File: src/rtl/tick_timer_pkg.sv
package tick_timer_pkg;
  localparam int BIT_RUN    = 0;
  localparam int BIT_IRQ_EN = 1;
  localparam int BIT_CORE   = 2;
  localparam int BIT_WRAP   = 16;

  typedef enum logic [1:0] {
    SEL_CTRL   = 2'd0,
    SEL_RELOAD = 2'd1,
    SEL_COUNT  = 2'd2,
    SEL_CALIB  = 2'd3
  } reg_sel_e;

  typedef struct packed {
    logic core_src;
    logic irq_en;
    logic run;
  } ctrl_t;
endpackage

File: src/rtl/tick_src.sv
module tick_src (
  input  logic run_i,
  input  logic core_src_i,
  input  logic ref_tick_i,
  output logic step_o
);
  assign step_o = run_i & (core_src_i | ref_tick_i);
endmodule

File: src/rtl/tick_core.sv
module tick_core #(
  parameter int CNT_W = 24
) (
  input  logic             clk_i,
  input  logic             rst_ni,
  input  logic             step_i,
  input  logic             clear_i,
  input  logic [CNT_W-1:0] reload_i,
  output logic [CNT_W-1:0] count_o,
  output logic             wrap_o
);
  logic [CNT_W-1:0] cnt_q;
  logic             fresh_q;   // next load from zero is not a wrap
  logic             reload_zero, at_zero;

  assign reload_zero = (reload_i == '0);
  assign at_zero     = (cnt_q == '0);
  assign wrap_o      = step_i & ~clear_i & ~reload_zero & at_zero & ~fresh_q;
  assign count_o     = cnt_q;

  always_ff @(posedge clk_i or negedge rst_ni) begin
    if (!rst_ni) begin
      cnt_q   <= '0;
      fresh_q <= 1'b1;
    end else if (clear_i) begin
      cnt_q   <= '0;
      fresh_q <= 1'b1;
    end else if (step_i) begin
      if (reload_zero) begin
        cnt_q   <= '0;
        fresh_q <= 1'b1;
      end else if (at_zero) begin
        cnt_q   <= reload_i;
        fresh_q <= 1'b0;
      end else begin
        cnt_q   <= cnt_q - CNT_W'(1);
      end
    end
  end

  p_decrement_r3: assert property (@(posedge clk_i) disable iff (!rst_ni)
    step_i && !clear_i && !reload_zero && !at_zero |=> cnt_q == $past(cnt_q) - CNT_W'(1));
  p_clear_zero_r6: assert property (@(posedge clk_i) disable iff (!rst_ni)
    clear_i |=> cnt_q == '0);
  p_reload_zero_park_r7: assert property (@(posedge clk_i) disable iff (!rst_ni)
    step_i && !clear_i && reload_zero |=> cnt_q == '0);
  p_hold_when_idle_r11: assert property (@(posedge clk_i) disable iff (!rst_ni)
    !step_i && !clear_i |=> $stable(cnt_q));
endmodule

File: src/rtl/tick_regs.sv
module tick_regs
  import tick_timer_pkg::*;
#(
  parameter int          CNT_W     = 24,
  parameter logic [31:0] CALIB_VAL = 32'h0
) (
  input  logic             clk_i,
  input  logic             rst_ni,
  input  logic             req_i,
  input  logic             we_i,
  input  logic [1:0]       addr_i,
  input  logic [31:0]      wdata_i,
  output logic [31:0]      rdata_o,
  input  logic [CNT_W-1:0] count_i,
  input  logic             wrap_i,
  output ctrl_t            ctrl_o,
  output logic [CNT_W-1:0] reload_o,
  output logic             clear_o,
  output logic             irq_o
);
  reg_sel_e         sel;
  logic             wr, rd, rd_ctrl;
  ctrl_t            ctrl_q;
  logic [CNT_W-1:0] reload_q;
  logic             flag_q, irq_q;
  logic [31:0]      rdata_q, rd_mux, ctrl_word;

  assign sel     = reg_sel_e'(addr_i);
  assign wr      = req_i & we_i;
  assign rd      = req_i & ~we_i;
  assign rd_ctrl = rd & (sel == SEL_CTRL);
  assign clear_o = wr & (sel == SEL_COUNT);

  generate
    if (CNT_W < 32) begin : g_wdata_hi
      logic unused_wdata_hi;
      assign unused_wdata_hi = ^wdata_i[31:CNT_W];
    end
  endgenerate

  always_ff @(posedge clk_i or negedge rst_ni) begin
    if (!rst_ni) begin
      ctrl_q   <= '0;
      reload_q <= '0;
    end else if (wr) begin
      if (sel == SEL_CTRL)
        ctrl_q <= '{core_src: wdata_i[BIT_CORE], irq_en: wdata_i[BIT_IRQ_EN], run: wdata_i[BIT_RUN]};
      if (sel == SEL_RELOAD)
        reload_q <= wdata_i[CNT_W-1:0];
    end
  end

  // clear by count write beats wrap beats read-clear
  always_ff @(posedge clk_i or negedge rst_ni) begin
    if (!rst_ni)       flag_q <= 1'b0;
    else if (clear_o)  flag_q <= 1'b0;
    else if (wrap_i)   flag_q <= 1'b1;
    else if (rd_ctrl)  flag_q <= 1'b0;
  end

  always_ff @(posedge clk_i or negedge rst_ni) begin
    if (!rst_ni) irq_q <= 1'b0;
    else         irq_q <= wrap_i & ctrl_q.irq_en;
  end

  always_comb begin
    ctrl_word             = '0;
    ctrl_word[BIT_RUN]    = ctrl_q.run;
    ctrl_word[BIT_IRQ_EN] = ctrl_q.irq_en;
    ctrl_word[BIT_CORE]   = ctrl_q.core_src;
    ctrl_word[BIT_WRAP]   = flag_q;
  end

  always_comb begin
    unique case (sel)
      SEL_CTRL:   rd_mux = ctrl_word;
      SEL_RELOAD: rd_mux = 32'(reload_q);
      SEL_COUNT:  rd_mux = 32'(count_i);
      default:    rd_mux = CALIB_VAL;
    endcase
  end

  always_ff @(posedge clk_i or negedge rst_ni) begin
    if (!rst_ni)  rdata_q <= '0;
    else if (rd)  rdata_q <= rd_mux;
  end

  assign rdata_o  = rdata_q;
  assign ctrl_o   = ctrl_q;
  assign reload_o = reload_q;
  assign irq_o    = irq_q;

  p_flag_sticky_r4: assert property (@(posedge clk_i) disable iff (!rst_ni)
    flag_q && !rd_ctrl && !clear_o |=> flag_q);
  p_flag_rd_clear_r5: assert property (@(posedge clk_i) disable iff (!rst_ni)
    rd_ctrl && !wrap_i |=> !flag_q);
  p_irq_single_r9: assert property (@(posedge clk_i) disable iff (!rst_ni)
    irq_q |=> !irq_q);
  p_irq_with_flag_r9: assert property (@(posedge clk_i) disable iff (!rst_ni)
    irq_q |-> flag_q);
endmodule

File: src/rtl/tick_timer.sv
module tick_timer
  import tick_timer_pkg::*;
#(
  parameter int          CNT_W     = 24,
  parameter logic [31:0] CALIB_VAL = 32'h0000_2EE0
) (
  input  logic        clk_i,
  input  logic        rst_ni,
  input  logic        req_i,
  input  logic        we_i,
  input  logic [1:0]  addr_i,
  input  logic [31:0] wdata_i,
  output logic [31:0] rdata_o,
  input  logic        ref_tick_i,
  output logic        irq_o
);
  ctrl_t            ctrl;
  logic [CNT_W-1:0] reload, count;
  logic             clear, wrap, step;

  tick_regs #(.CNT_W(CNT_W), .CALIB_VAL(CALIB_VAL)) u_regs (
    .clk_i, .rst_ni, .req_i, .we_i, .addr_i, .wdata_i, .rdata_o,
    .count_i(count), .wrap_i(wrap), .ctrl_o(ctrl), .reload_o(reload),
    .clear_o(clear), .irq_o
  );

  tick_src u_src (
    .run_i(ctrl.run), .core_src_i(ctrl.core_src), .ref_tick_i, .step_o(step)
  );

  tick_core #(.CNT_W(CNT_W)) u_core (
    .clk_i, .rst_ni, .step_i(step), .clear_i(clear), .reload_i(reload),
    .count_o(count), .wrap_o(wrap)
  );

  p_ref_gate_r8: assert property (@(posedge clk_i) disable iff (!rst_ni)
    !ctrl.core_src && !ref_tick_i && !clear |=> $stable(count));
endmodule

File: config.mk
export PLATFORM = sky130hd
export DESIGN_NAME = tick_timer
export DESIGN_NICKNAME = d
export VERILOG_FILES = /design/src/rtl/tick_timer_pkg.sv /design/src/rtl/tick_src.sv /design/src/rtl/tick_core.sv /design/src/rtl/tick_regs.sv /design/src/rtl/tick_timer.sv
export SDC_FILE = /design/constraint.sdc
export NUM_CORES = 1
export LEC_CHECK = 0
export ABC_AREA = 1
export ABC_CLOCK_PERIOD_IN_PS = 3000
export CORE_AREA = 2 2 115 117
export CTS_CLUSTER_DIAMETER = 150
export DETAILED_ROUTE_END_ITERATION = 12
export DIE_AREA = 0 0 117 119
export PLACE_DENSITY = 0.57
export SYNTH_ARGS = -nofsm -noshare
export SYNTH_HDL_FRONTEND = slang
export SYNTH_SLANG_ARGS = --single-unit
export TNS_END_PERCENT = 20
File: constraint.sdc
create_clock -name clk_i -period 3 [get_ports clk_i]
set_input_delay 0.6 -clock clk_i [delete_from_list [all_inputs] [get_ports clk_i]]
set_output_delay 0.6 -clock clk_i [all_outputs]
set_load 0.05 [all_outputs]
==> flow_summary.toml <==
[status]
status = "finished clean"

[floorplan]
fp.dieW_um = 117
die_area_sq_mm = 0.0139
die_h_um = 119
core_area_sq_mm = 0.0129
rows = 42
num_io_pins = 72
start_util = 0.340

[sta]
skew_ns = 0.00491
report.final.slew_viol_count = 0
period_share = 0.704
rsz0062_at_grt = "false"
hold_viol_final = 0
fmax_mhz = 473
fin_hold_ws_ns = 0.409
maxSlewHeadroom = 0.312
worstMarginPinSlew_ns = 1.03
fin_setup_tns_ns = 0
fin_crit_ns = 2.11
finalSetupViolations = 0

[synthesis]
yosysMostFrequentCell = "nand2_1"
seq_area_frac_synth = 0.446
synth_top_family_by_area = "simple AND/OR/NAND/NOR gates"
synth_compound_area_frac = 0.0886
synth_cell_types = 36
synth.cell_area_sq_mm = 0.00438
netlist_instances = 596
synth_ff_type = "dfrtp_1"
synthSimpleGateAreaFrac = 0.334
synth_area_leaders = "dfrtp_1 (44%), nand2_1 (16%), nor2_1 (7.2%), inv_1 (4.3%), nand3_1 (3.9%)"
synth-xor-area-share = 0.0160
synth_common_cells = "nand2_1 (191), nor2_1 (84), dfrtp_1 (77)"
synth.area.mux_share = 0.0232
avgSynthCellArea_sq_um = 7.34
synth_seq_cells = 78
synthArstFlopShare = 1.00
yosys.area.top_type_share = 0.440
synthAdderAreaFrac = 0.00572
yosys_warnings = 0
synth_top_cell_by_area = "dfrtp_1"
synth_edf_count = 0

[drt]
routed_wl_mm = 12.1
drt_iter0_markers = 281
routed_via_density = 4.83
routedWlPerCell_um = 14.6
ant_nets = 0
first_pass_iters = 5
drc = 0
num_vias = 4005

[grt]
grt_max_degree = 79
grt_pass1_wl_mm = 19.7
grt_pass1_vias = 3915
gr-usage-all-layers = 0.185
antenna_found_initial = 0
grt_overflow_total = 0

[setup_path]
endpoint_kind = "output pin"
critical_path_class = "register to output pin"
critPathMaxStageDelay_ns = 0.81
cp.required_ns = 2.40
cp_top_family = "buffers and inverters"
crit_buf_inv = 1
r2r-end = "u_core.count_o[14]$_DFFE_PN0P_"
rr_startpoint = "u_core.count_o[16]$_DFFE_PN0P_"
cp.arrival_ns = 1.51
crit_path_max_fanout = 2
crit_end = "rdata_o[6]"
crit_slowest_cell = "clkdlybuf4s50_1"
r2r_setup_slack_ns = 1.08
critical_path_cell_count = 1
r2r_cells = 8
start_kind = "register"
cp_cell_sequence = "clkdlybuf4s50_1"
cp-startpoint = "u_regs.rdata_o[6]$_DFFE_PN0P_"

[final_layout]
diodes = 0
syn_to_final_growth_pct = 23.0
drive_gt1_frac = 0.0872
nNetsFinal = 690
stdcell_area_sq_mm = 0.00538

[clock_tree]
clkSinkCount = 78
ctsResizeCount = 0
clkTransAtPathRegs_ns = 0.06
htree_levels = 3
cts_setup_buffers = 0
tritoncts = "yes"
insertion_delay_ns = 0.34
cts_hold_buf = 0
cts.path.max_buffers = 2
clock-root-buffer = "clkbuf_16"
cts_buffers = 9

[placement]
hpwl_mm = 8.81
dpl_cell_area_sq_mm = 0.00508
portBuffers = 55
routabilityCongestion = 0.866

[pwr]
vdd_drop_max_v = 0.000358
power.leakage_nw = 2.65
cellPowerDensity_mw_per_mm2 = 921

[hold_path]
hp-class = "primary input to asynchronous set/reset pin"

[job]
maxCapViolCount = 0
through the flow:
stage,worst slack [ns],total power (W),util,instances
after floorplan,1.36,0.00321,-,603
after global placement,0.668,0.00381,0.395,814
after detailed placement,0.661,0.00383,0.395,814
after CTS,0.870,0.00496,0.418,830
after global routing,0.844,0.00531,0.418,830
final,0.887,0.00496,0.418,830
worst min path at each step:
| stage | startpoint | endpoint | slack [ns] |
|---|---|---|---|
| final | rst_ni | u_regs.rdata_o[0]$_DFFE_PN0P_ | 0.41 |
| after CTS | rst_ni | u_regs.rdata_o[0]$_DFFE_PN0P_ | 0.47 |
| after detailed placement | u_regs.rdata_o[12]$_DFFE_PN0P_ | u_regs.rdata_o[12]$_DFFE_PN0P_ | 0.46 |
| after floorplan | rst_ni | u_core.count_o[0]$_DFFE_PN0P_ | 0.30 |
| after global routing | u_regs.rdata_o[19]$_DFFE_PN0P_ | u_regs.rdata_o[19]$_DFFE_PN0P_ | 0.51 |
| after global placement | u_regs.rdata_o[15]$_DFFE_PN0P_ | u_regs.rdata_o[15]$_DFFE_PN0P_ | 0.47 |
logic make-up after synthesis:
group / Yosys count
and+or+nand+nor: 344
buffers and inverters: 82
DFF: 78
AOI/OAI and AO/OA: 72
muxes: 9
xor gates and xnor gates: 8
adders and majority gates: 2
other: 1
state kept, by name (all words and copies together) (netlist names):
| register | flops |
|---|---|
| u_regs.ctrl_o | 3 |
| u_regs.irq_o | 1 |
| u_regs.reload_o | 24 |
| u_core.count_o | 24 |
| u_regs.flag_q | 1 |
| u_regs.rdata_o | 24 |
| u_core.fresh_q | 1 |
where the power goes:
part	internal, W	leakage, nW	switching, W	total [W]
Clock	0.000689	0.146	0.000434	0.00112
Combinational	0.000733	1.52	0.00147	0.00220
Sequential	0.00131	0.979	0.000316	0.00163
routing by layer:
| metal | vias to the layer above | track usage | share of wire |
|---|---|---|---|
| met5 | - | 0 | 0 |
| met4 | 0 | 0.0566 | 0.011 |
| met3 | 7 | 0.0280 | 0.037 |
| met2 | 93 | 0.293 | 0.47 |
| met1 | 1910 | 0.261 | 0.48 |
| li1 | 1995 | - | - |
final cells by class:
type	instances	area [sq um]
fill	1320	7490
multi-input combinational	443	2080
sequential	78	1950
timing repair buffer	64	628
clock buffer	13	260
tap	176	220
inverter	53	201
clock inverter	3	42.5
placed cells by master (no fill, tap or decap), types with 2 or more instances in the layout:
cell type / Yosys / final
a21oi_1: 22 / 22
a31oi_1: 3 / 3
buf_4: 11 / 9
clkbuf_1: 7 / 2
clkbuf_16: 0 / 9
clkbuf_8: 0 / 2
clkdlybuf4s50_1: 0 / 54
conb_1: 1 / 8
dfrtp_1: 77 / 77
ha_1: 2 / 2
inv_1: 50 / 50
inv_2: 2 / 2
mux2_2: 8 / 8
nand2_1: 191 / 191
nand2_2: 4 / 4
nand3_1: 34 / 34
nand3b_1: 2 / 2
nand4_1: 10 / 10
nor2_1: 84 / 84
nor2_2: 12 / 12
nor2_4: 2 / 2
o21ai_0: 27 / 27
o21ai_1: 5 / 5
o22ai_1: 12 / 12
xor2_1: 7 / 7
Power figures use the tool's default switching activity.
